### src/rtl/isr_status_pkg.sv
package isr_status_pkg;
   localparam int unsigned NSRC     = 7;
   localparam int unsigned SRC_BIF  = 0;
   localparam int unsigned SRC_BOE  = 1;
   localparam int unsigned SRC_SIF  = 2;
   localparam int unsigned SRC_SFE  = 3;
   localparam int unsigned SRC_SOE  = 4;
   localparam int unsigned SRC_SOFE = 5;
   localparam int unsigned SRC_SCOL = 6;

   typedef enum logic [3:0] {
      OP_IN_LEN  = 4'h4,
      OP_OUT_LEN = 4'h5,
      OP_RESET   = 4'h6
   } cmd_op_e;
endpackage

### src/rtl/isr_clr_decode.sv
module isr_clr_decode
   import isr_status_pkg::*;
#(
   parameter int unsigned CMD_W        = 16,
   parameter int unsigned CTL_W        = 16,
   parameter int unsigned CW           = 3,
   parameter int unsigned LAT_IN_LEN   = 4,
   parameter int unsigned LAT_RESET    = 6,
   parameter int unsigned LAT_SIN_RD   = 2,
   parameter int unsigned LAT_SIN_CTL  = 4,
   parameter int unsigned LAT_SOUT_CTL = 2,
   parameter int unsigned LAT_SOUT_WR  = 4,
   parameter int unsigned IN_CLR_BIT   = 4,
   parameter int unsigned OUT_CLR_BIT  = 4,
   parameter int unsigned COL_CLR_BIT  = 7
) (
   input  logic                      cmd_we_i,
   input  logic [CMD_W-1:0]          cmd_wdata_i,
   input  logic                      sin_rd_i,
   input  logic                      sin_ctl_we_i,
   input  logic [CTL_W-1:0]          sin_ctl_wdata_i,
   input  logic                      sout_ctl_we_i,
   input  logic [CTL_W-1:0]          sout_ctl_wdata_i,
   input  logic                      sout_wr_i,
   output logic [NSRC-1:0]           ld_o,
   output logic [NSRC-1:0][CW-1:0]   lat_o,
   output logic [NSRC-1:0]           raise_o
);
   localparam int unsigned OP_LSB = CMD_W - 4;
   localparam logic [CW-1:0] V_IN_LEN   = CW'(LAT_IN_LEN - 1);
   localparam logic [CW-1:0] V_RESET    = CW'(LAT_RESET - 1);
   localparam logic [CW-1:0] V_SIN_RD   = CW'(LAT_SIN_RD - 1);
   localparam logic [CW-1:0] V_SIN_CTL  = CW'(LAT_SIN_CTL - 1);
   localparam logic [CW-1:0] V_SOUT_CTL = CW'(LAT_SOUT_CTL - 1);
   localparam logic [CW-1:0] V_SOUT_WR  = CW'(LAT_SOUT_WR - 1);

   function automatic logic [CW-1:0] pick_max(input logic a_en, input logic [CW-1:0] a,
                                              input logic b_en, input logic [CW-1:0] b);
      logic [CW-1:0] x, y;
      x = a_en ? a : '0;
      y = b_en ? b : '0;
      return (x > y) ? x : y;
   endfunction

   logic [3:0] op;
   logic t_in_len, t_reset, t_srd, t_sctl, t_octl, t_owr;

   assign op       = cmd_wdata_i[OP_LSB +: 4];
   assign t_in_len = cmd_we_i && (op == OP_IN_LEN);
   assign t_reset  = cmd_we_i && (op == OP_RESET);
   assign t_srd    = sin_rd_i;
   assign t_sctl   = sin_ctl_we_i && sin_ctl_wdata_i[IN_CLR_BIT];
   assign t_octl   = sout_ctl_we_i &&
                     (sout_ctl_wdata_i[OUT_CLR_BIT] || sout_ctl_wdata_i[COL_CLR_BIT]);
   assign t_owr    = sout_wr_i;

   always_comb begin
      ld_o    = '0;
      lat_o   = '0;
      raise_o = '0;
      ld_o[SRC_BIF]     = t_in_len | t_reset;
      lat_o[SRC_BIF]    = pick_max(t_in_len, V_IN_LEN, t_reset, V_RESET);
      raise_o[SRC_BOE]  = t_reset;
      ld_o[SRC_SIF]     = t_srd | t_sctl;
      lat_o[SRC_SIF]    = pick_max(t_srd, V_SIN_RD, t_sctl, V_SIN_CTL);
      ld_o[SRC_SFE]     = t_sctl;
      lat_o[SRC_SFE]    = V_SIN_CTL;
      ld_o[SRC_SOE]     = t_octl | t_owr;
      lat_o[SRC_SOE]    = pick_max(t_octl, V_SOUT_CTL, t_owr, V_SOUT_WR);
      ld_o[SRC_SOFE]    = t_octl;
      lat_o[SRC_SOFE]   = V_SOUT_CTL;
      ld_o[SRC_SCOL]    = t_octl;
      lat_o[SRC_SCOL]   = V_SOUT_CTL;
   end
endmodule

### src/rtl/isr_req_line.sv
module isr_req_line #(
   parameter int unsigned CW = 3
) (
   input  logic          clk_i,
   input  logic          rst_ni,
   input  logic          raise_i,
   input  logic          ld_i,
   input  logic [CW-1:0] lat_i,
   output logic          req_o
);
   logic [CW-1:0] cnt_q;
   logic          drop;

   assign drop = !ld_i && (cnt_q == CW'(1));

   always_ff @(posedge clk_i or negedge rst_ni) begin
      if (!rst_ni) begin
         cnt_q <= '0;
         req_o <= 1'b0;
      end else begin
         if (ld_i)
            cnt_q <= lat_i;
         else if (cnt_q != '0)
            cnt_q <= cnt_q - CW'(1);
         if (raise_i)
            req_o <= 1'b1;
         else if (drop)
            req_o <= 1'b0;
      end
   end
endmodule

### src/rtl/isr_pend_reg.sv
module isr_pend_reg #(
   parameter int unsigned N = 7
) (
   input  logic         clk_i,
   input  logic         rst_ni,
   input  logic [N-1:0] req_i,
   input  logic [N-1:0] clr_i,
   output logic [N-1:0] pend_o
);
   always_ff @(posedge clk_i or negedge rst_ni) begin
      if (!rst_ni)
         pend_o <= '0;
      else
         pend_o <= (pend_o & ~clr_i) | req_i;
   end
endmodule

### src/rtl/isr_status_unit.sv
module isr_status_unit
   import isr_status_pkg::*;
#(
   parameter int unsigned CMD_W        = 16,
   parameter int unsigned CTL_W        = 16,
   parameter int unsigned LAT_IN_LEN   = 4,
   parameter int unsigned LAT_RESET    = 6,
   parameter int unsigned LAT_SIN_RD   = 2,
   parameter int unsigned LAT_SIN_CTL  = 4,
   parameter int unsigned LAT_SOUT_CTL = 2,
   parameter int unsigned LAT_SOUT_WR  = 4,
   parameter int unsigned IDX_W        = $clog2(NSRC)
) (
   input  logic             clk_i,
   input  logic             rst_ni,
   input  logic [NSRC-1:0]  evt_i,
   input  logic             cmd_we_i,
   input  logic [CMD_W-1:0] cmd_wdata_i,
   input  logic             sin_rd_i,
   input  logic             sin_ctl_we_i,
   input  logic [CTL_W-1:0] sin_ctl_wdata_i,
   input  logic             sout_ctl_we_i,
   input  logic [CTL_W-1:0] sout_ctl_wdata_i,
   input  logic             sout_wr_i,
   input  logic             take_i,
   input  logic [IDX_W-1:0] take_idx_i,
   input  logic             sts_we_i,
   input  logic [NSRC-1:0]  sts_wdata_i,
   output logic [NSRC-1:0]  pend_o,
   output logic [NSRC-1:0]  req_o
);
   localparam int unsigned LAT_MAX_A = (LAT_IN_LEN > LAT_RESET) ? LAT_IN_LEN : LAT_RESET;
   localparam int unsigned LAT_MAX_B = (LAT_SIN_RD > LAT_SIN_CTL) ? LAT_SIN_RD : LAT_SIN_CTL;
   localparam int unsigned LAT_MAX_C = (LAT_SOUT_CTL > LAT_SOUT_WR) ? LAT_SOUT_CTL : LAT_SOUT_WR;
   localparam int unsigned LAT_MAX_D = (LAT_MAX_A > LAT_MAX_B) ? LAT_MAX_A : LAT_MAX_B;
   localparam int unsigned LAT_MAX   = (LAT_MAX_C > LAT_MAX_D) ? LAT_MAX_C : LAT_MAX_D;
   localparam int unsigned CW        = (LAT_MAX > 2) ? $clog2(LAT_MAX) : 1;

   if (CMD_W < 16) begin : g_bad_cmd_w
      $error("isr_status_unit: CMD_W must be at least 16");
   end
   if (CTL_W < 8) begin : g_bad_ctl_w
      $error("isr_status_unit: CTL_W must be at least 8");
   end
   if (LAT_IN_LEN < 2 || LAT_RESET < 2 || LAT_SIN_RD < 2 ||
       LAT_SIN_CTL < 2 || LAT_SOUT_CTL < 2 || LAT_SOUT_WR < 2) begin : g_bad_lat
      $error("isr_status_unit: every clear latency must be at least 2");
   end
   if ((1 << IDX_W) < NSRC) begin : g_bad_idx_w
      $error("isr_status_unit: IDX_W too narrow for the source count");
   end

   logic [NSRC-1:0]         ld;
   logic [NSRC-1:0][CW-1:0] lat;
   logic [NSRC-1:0]         raise_x;
   logic [NSRC-1:0]         take_mask;
   logic [NSRC-1:0]         clr;

   isr_clr_decode #(
      .CMD_W(CMD_W), .CTL_W(CTL_W), .CW(CW),
      .LAT_IN_LEN(LAT_IN_LEN), .LAT_RESET(LAT_RESET),
      .LAT_SIN_RD(LAT_SIN_RD), .LAT_SIN_CTL(LAT_SIN_CTL),
      .LAT_SOUT_CTL(LAT_SOUT_CTL), .LAT_SOUT_WR(LAT_SOUT_WR),
      .IN_CLR_BIT(4), .OUT_CLR_BIT(4), .COL_CLR_BIT(7)
   ) u_decode (
      .cmd_we_i        (cmd_we_i),
      .cmd_wdata_i     (cmd_wdata_i),
      .sin_rd_i        (sin_rd_i),
      .sin_ctl_we_i    (sin_ctl_we_i),
      .sin_ctl_wdata_i (sin_ctl_wdata_i),
      .sout_ctl_we_i   (sout_ctl_we_i),
      .sout_ctl_wdata_i(sout_ctl_wdata_i),
      .sout_wr_i       (sout_wr_i),
      .ld_o            (ld),
      .lat_o           (lat),
      .raise_o         (raise_x)
   );

   for (genvar s = 0; s < NSRC; s++) begin : g_line
      isr_req_line #(.CW(CW)) u_line (
         .clk_i  (clk_i),
         .rst_ni (rst_ni),
         .raise_i(evt_i[s] | raise_x[s]),
         .ld_i   (ld[s]),
         .lat_i  (lat[s]),
         .req_o  (req_o[s])
      );
      assign take_mask[s] = take_i && (take_idx_i == IDX_W'(s));
   end

   assign clr = (sts_we_i ? sts_wdata_i : '0) | take_mask;

   isr_pend_reg #(.N(NSRC)) u_pend (
      .clk_i (clk_i),
      .rst_ni(rst_ni),
      .req_i (req_o),
      .clr_i (clr),
      .pend_o(pend_o)
   );
endmodule

### config.mk
export PLATFORM = sky130hd
export DESIGN_NAME = isr_status_unit
export DESIGN_NICKNAME = d
export VERILOG_FILES = /design/src/rtl/isr_status_pkg.sv /design/src/rtl/isr_clr_decode.sv /design/src/rtl/isr_req_line.sv /design/src/rtl/isr_pend_reg.sv /design/src/rtl/isr_status_unit.sv
export SDC_FILE = /design/constraint.sdc
export NUM_CORES = 1
export LEC_CHECK = 0
export BUFFER_PORTS_ARGS = -buffer_cell sky130_fd_sc_hd__buf_2
export CAP_MARGIN = 20
export CORE_MARGIN = 2
export CORE_UTILIZATION = 50
export CTS_CLUSTER_SIZE = 30
export DETAILED_ROUTE_END_ITERATION = 10
export PLACE_DENSITY = 0.85
export RECOVER_POWER = 25
export SLEW_MARGIN = 10
export SYNTH_ARGS = -nofsm -noshare
export SYNTH_HDL_FRONTEND = slang
export SYNTH_SLANG_ARGS = --single-unit
### constraint.sdc
create_clock -name clk_i -period 3.3 [get_ports clk_i]
set_input_delay 0 -clock clk_i [delete_from_list [all_inputs] [get_ports clk_i]]
set_output_delay 0 -clock clk_i [all_outputs]
set_load 0.005 [all_outputs]
==> results of run 1 <==
-- routing by layer --
metal	share of wire, %	track usage (%)
met5	0	0
met4	2.2	11.2
met3	5.3	4.62
met2	47	30.3
met1	46	25.3
-- stage by stage --
step	power, uW	cells	setup slack [ps]
3_5_place_dp	1090	270	1990
4_1_cts	1420	295	1510
6_report	1410	295	1460
2_1_floorplan	974	183	2080
5_1_grt	1530	295	1340
3_3_place_gp	1050	270	2010
-- cells by family after synthesis --
kind of cell | Yosys count
muxes | 5
and+or+nand+nor | 57
DFF | 35
buffers and inverters | 26
AOI/OAI and AO/OA | 32
xor gates and xnor gates | 7
adders and majority gates | 21
-- Yosys cell counts --
master and number:
nor3b_1 1, nand3b_1 2, xnor2_1 3, ha_1 21
a21oi_1 12, o21a_1 1, o21ai_2 2, mux2i_1 3
nand3_1 7, xor2_1 4, a31o_2 7, buf_4 7
mux2_2 1, dfrtp_1 35, nand2b_4 1, mux2_4 1
and2b_2 1, nand2_1 19, nor3_1 1, o211ai_1 1
nand2b_1 3, nand4bb_1 1, a21o_1 7, o21ai_0 2
nor2_1 18, nor2b_1 3, inv_1 19
-- worst register-to-register path: cells and delay by family (launching register included) --
| kind | cells | cell delay, ps |
|---|---|---|
| AOI/OAI and AO/OA | 2 | 190 |
| adders and majority gates | 2 | 430 |
| buffers and inverters | 2 | 640 |
| DFF | 1 | 390 |
| and+or+nand+nor | 1 | 120 |
-- power by group --
group | switching (uW) | internal [uW] | total, uW
Combinational | 250 | 256 | 506
Sequential | 68.2 | 531 | 599
Clock | 154 | 148 | 302
Total | 472 | 934 | 1410
-- worst paths after layout --
check,start,end,depth (start not counted)
max in group asynchronous,rst_ni,g_line[2].u_line.cnt_q[1]$_DFFE_PN0P_,2
max reg2reg,g_line[3].u_line.cnt_q[0]$_DFFE_PN0P_,g_line[3].u_line.cnt_q[2]$_DFFE_PN0P_,7
min in group asynchronous,rst_ni,u_pend.pend_o[3]$_DFF_PN0_,2
max,g_line[3].u_line.cnt_q[0]$_DFFE_PN0P_,g_line[3].u_line.cnt_q[2]$_DFFE_PN0P_,7
min reg2reg,g_line[0].u_line.req_o$_DFFE_PN0P_,u_pend.pend_o[0]$_DFF_PN0_,1
min,sts_wdata_i[0],u_pend.pend_o[0]$_DFF_PN0_,3
-- state kept, by name (all words and copies together) (netlist names) --
register / flops
u_pend.pend_o: 7
g_line.u_line.cnt_q: 21
g_line.u_line.req_o: 7
-- final cells by class --
cell class	instances	area share [%]
multi-input combinational	122	37.0
sequential	35	37.2
timing repair buffer	63	16.8
tap	48	2.55
clock buffer	7	3.24
clock inverter	1	0.213
inverter	19	3.03
==> qor.csv, run 1 <==
metric,value,unit
Mapped Nets,278,
H-tree depth,2,
Nets,341,
vias in the first global route,1351,
Synth Cell Area,0.00187,mm2
Max Buffers Root-to-Sink,2,
Critical path buffers and inverters,2,
via count,1463,
Syn Area/Cell,10.2,um2
Die Wd,65.1,um
Power Dens Cells,598,mW/mm2
CORE AREA,0.00363,mm2
crit start category,flip-flop,
clk slew on worst S/H paths,70,ps
crit end category,flip-flop,
post-synthesis sequential area ratio,46.9,%
largest family of logic cells by synthesized area,simple AND/OR/NAND/NOR gates,
XOR/XNOR Fraction of Synth Area,3.28,%
layout cells sized above 1,24.3,%
# DRC,0,
Synthesis Warnings,0,
die area,0.00424,mm2
fin crit period,1840,ps
first-pass GRT wire length,6090,um
first drt pass iteration count,5,
Synth area leaders,"dfrtp_1 (47%), ha_1 (14%), inv_1 (3.8%), nand2_1 (3.8%), nor2_1 (3.6%)",
Rel. slew slack,49.1,%
DR WL/cell,12.4,um
VDD IR-drop max,0.000310,V
CP max-delay cell,dlygate4sd3_1,
HPWL after detailed placement,2590,um
FILL cells,302,
"Cell Chain, Critical Path",inv_1 -> ha_1 -> ha_1 -> nor2_1 -> a21oi_1 -> a21oi_1 -> dlygate4sd3_1,
final period utilization,55.8,%
grt total ovfl,0,
status,"finished, final reports clean",
PostCTS Resize Cnt,0,
total of max-cap violations,0,
design area,0.00235,mm2
IO Count,88,
detailed-route vias per instance,4.96,
root buf cell,clkbuf_8,
Worst R2R Setup Slack,1460,ps
hold_ws,22.4,ps
family with the most delay on the worst path,buffers and inverters,
share of the synthesized area in the top cell type,46.9,%
n_diodes,0,
CP Class,flip-flop to flip-flop,
sequential cell area,876,um2
Worst Hold Class,input port to flip-flop,
Achievable Freq,543,MHz
simple-gate share of the synthesized area,14.6,%
CP Max Fanout,5,
cells after synthesis,183,
CTS Buf Count,5,
Initial Util,51.4,%
Synth Area in Compound Gates,11.6,%
area grow syn2layout,25.8,%
worst skew pair latency,290,ps
site row count,22,
placed cell area,0.00211,mm2
Tot GR Track Use,19.6,%
final WL,3660,um
final core occ,64.7,%
setup TNS,0,ps
largest net degree at the start of global routing,36,
clock sinks,35,
post-synthesis cell type count,27,
"most common cell after layout, fill and taps aside",buf_2,
Max Slew Vio Count,0,
area of the multi-input gates,870,um2
RSZ-0062 raised after global routing,false,
RD Place Congestion,0.791,
area share of fa/ha/maj cells after synthesis,14.1,%
CTS tree,done,
Die Y,65.1,um
post-route ant nets,0,
WP data required,3520,ps
Yosys top cell by area,dfrtp_1,
initial antenna violation count,0,
Fin. Hold Viols,0,
Final setup viols,0,
worst-margin pin slew,763,ps
CTS Hold Bufs,17,
max incr delay on CP,580,ps
synthesized flop and latch total,35,
DRT iter0 DRCs,98,
most frequent cells in the layout,"buf_2 (41), dfrtp_1 (35), ha_1 (21)",
post-CTS setup buffers,0,
clock skew,4.09,ps
port bufs,46,
crit path DAT,2070,ps
Leakage,0.00113,uW
multiplexer area fraction after synthesis,3.01,%
(Power assumes the default switching activity.)
==> run 2: changes to the inputs <==
Settings changed: CORE_UTILIZATION 50 to 46, PLACE_DENSITY 0.85 to 0.79.
Clock period 3.3 ns to 1.8 ns, I/O delays scaled along.
==> run 2 against run 1 <==
Largest power group unchanged. Hold slack improved by 9.5 ps. Flip-flop and latch count did not move. Die area rose by 8.1%. Final cell count rose by 0.34%. Non-clock buffer count fell by 1. Routed wire length fell by 3.6%. Clock power rose by 100%. Clock-buffer cell count rose by 1. Sequential power rose by 84%.
==> qor.csv, run 2 (same netlist as run 1, synthesis figures left out) <==
metric,value,unit,change
vias in the first global route,1446,,+7.0%
reg2reg path depth,6,,-1
layout cells sized above 1,24.0,%,-0.31 points
Min-Delay Endpoint,u_pend.pend_o[0]$_DFF_PN0_,,
Layout Cells excl Fill,296,,+0.34%
final period utilization,87.1,%,+31 points
Rel. slew slack,47.6,%,-1.5 points
clk slew on worst S/H paths,70,ps,about the same
reg2reg start,g_line[1].u_line.cnt_q[1]$_DFFE_PN0P_,,
post-route ant nets,0,,unchanged
FILL cells,346,,+15%
grt total ovfl,0,,unchanged
Max Buffers Root-to-Sink,2,,unchanged
PostCTS Resize Cnt,0,,unchanged
max FFs per register,21,,unchanged
hold path start,sts_wdata_i[0],,
DR WL/cell,11.9,um,-3.9%
worst skew pair latency,280,ps,about the same
clock skew,4.05,ps,-0.0426 ps
final WL,3530,um,-3.6%
design area,0.00236,mm2,+0.37%
Die Y,67.7,um,+4.0%
HPWL after detailed placement,2600,um,+0.29%
Reg with most FFs,g_line.u_line.cnt_q,,
clock sinks,35,,unchanged
initial antenna violation count,0,,unchanged
setup TNS,0,ps,unchanged
CP max-delay cell,dlygate4sd3_1,,
Final setup viols,0,,unchanged
Critical path buffers and inverters,2,,unchanged
Die Wd,67.7,um,+4.0%
Crit Reg-Reg Endpoint,g_line[1].u_line.req_o$_DFFE_PN0P_,,
n_diodes,0,,unchanged
CP Max Fanout,3,,-2
root buf cell,clkbuf_8,,
largest net degree at the start of global routing,36,,unchanged
RD Place Congestion,0.696,,-12%
"Cell Chain, Critical Path",inv_1 -> ha_1 -> nand2b_1 -> a21oi_1 -> o21ai_0 -> dlygate4sd3_1,,
Power Dens Cells,1100,mW/mm2,+84%
total of max-cap violations,0,,unchanged
Fin. Hold Viols,0,,unchanged
post-CTS setup buffers,0,,unchanged
IO Count,88,,unchanged
status,"finished, final reports clean",,
Tot GR Track Use,17.7,%,-1.9 points
first drt pass iteration count,4,,-1
first-pass GRT wire length,5970,um,-1.9%
placed cell area,0.00211,mm2,+0.12%
site row count,23,,+4.5%
Initial Util,47.4,%,-4.0 points
port bufs,46,,unchanged
RSZ-0062 raised after global routing,false,,
CTS tree,done,,
via count,1438,,-1.7%
DRT iter0 DRCs,52,,-47%
crit path DAT,1730,ps,-340 ps
DP Worst Slack,486,ps,-1510 ps
die area,0.00459,mm2,+8.1%
final setup margin,233,ps,-1230 ps
worst-margin pin slew,786,ps,+23.1 ps
fin crit period,1570,ps,-275 ps
Hold Path Stages,3,,unchanged
most frequent cells in the layout,"buf_2 (39), dfrtp_1 (35), ha_1 (21)",,
H-tree depth,2,,unchanged
detailed-route vias per instance,4.86,,-2.0%
WP data required,1960,ps,-1560 ps
Achievable Freq,638,MHz,+18%
Max Slew Vio Count,0,,unchanged
"most common cell after layout, fill and taps aside",buf_2,,
crit start category,flip-flop,,
Worst Hold Class,input port to flip-flop,,
family with the most delay on the worst path,buffers and inverters,,
max incr delay on CP,560,ps,-20 ps
CORE AREA,0.00394,mm2,+8.5%
area grow syn2layout,26.3,%,
Leakage,0.00113,uW,about the same
crit end category,flip-flop,,
Nets,340,,-0.29%
Worst R2R Setup Slack,230,ps,-1230 ps
CP Class,flip-flop to flip-flop,,
# DRC,0,,unchanged
# placed instances,272,,+0.74%
VDD IR-drop max,0.000602,V,+94%
CTS Buf Count,5,,unchanged
Largest regs,"g_line.u_line.cnt_q: 21 flops, g_line.u_line.req_o: 7 flops, u_pend.pend_o: 7 flops",,
-- run 2: worst max path at each step --
stage,start,endpoint,slack [ps],cells after the start
2_1_floorplan,g_line[4].u_line.cnt_q[0]$_DFFE_PN0P_,g_line[4].u_line.cnt_q[1]$_DFFE_PN0P_,580,6
3_3_place_gp,g_line[4].u_line.cnt_q[0]$_DFFE_PN0P_,g_line[4].u_line.cnt_q[1]$_DFFE_PN0P_,510,6
3_5_place_dp,g_line[4].u_line.cnt_q[0]$_DFFE_PN0P_,g_line[4].u_line.cnt_q[1]$_DFFE_PN0P_,490,6
4_1_cts,g_line[1].u_line.cnt_q[1]$_DFFE_PN0P_,g_line[1].u_line.req_o$_DFFE_PN0P_,210,6
5_1_grt,g_line[1].u_line.cnt_q[1]$_DFFE_PN0P_,g_line[1].u_line.req_o$_DFFE_PN0P_,70,6
6_report,g_line[1].u_line.cnt_q[1]$_DFFE_PN0P_,g_line[1].u_line.req_o$_DFFE_PN0P_,230,6
-- run 2: area by class of cell --
class                   count  area (um2)  area share (%)
clock buffers               8         100            4.24
inverters                  19        71.3            3.02
multi-input cells         122         870            36.8
flip-flops and latches     35         876            37.1
well taps                  50        62.6            2.65
repair buffers             62         382            16.2
-- run 2: report_power, final --
part / total [uW] / switching [uW] / internal (uW)
combinational: 884 / 439 / 445
sequential: 1100 / 123 / 973
clock: 613 / 264 / 349
-- run 2: layer usage --
layer / track usage [%] / vias to the layer above / part of all wire, %
met2: 31.5 / 33 / 50
met5: 0 / - / 0
met3: 5.33 / 6 / 4.5
met1: 19.8 / 680 / 44
met4: 6.12 / 0 / 1.2
li1: - / 719 / -
-- run 2: worst register-to-register path: stages, from the launching register on --
cell and delay [ps]:
dfrtp_1 380, inv_1 90, ha_1 150, nand2b_1 60, a21oi_1 130, o21ai_0 90, dlygate4sd3_1 560
-- run 2: stage by stage --
step	utilization (%)	hold WS (ps)	power, uW
3_3_place_gp	53.5	124	1930
3_5_place_dp	53.5	135	1980
2_1_floorplan	-	-296	1790
6_report	59.9	32.0	2590
4_1_cts	60.1	20.7	2640
5_1_grt	59.9	26.2	2830
-- run 2: timing repair --
item | in CTS | in global routing
setup endpoints to repair | 0 | 0
hold buffers | 16 | 0
endpoints found under the hold margin | 51 | 0
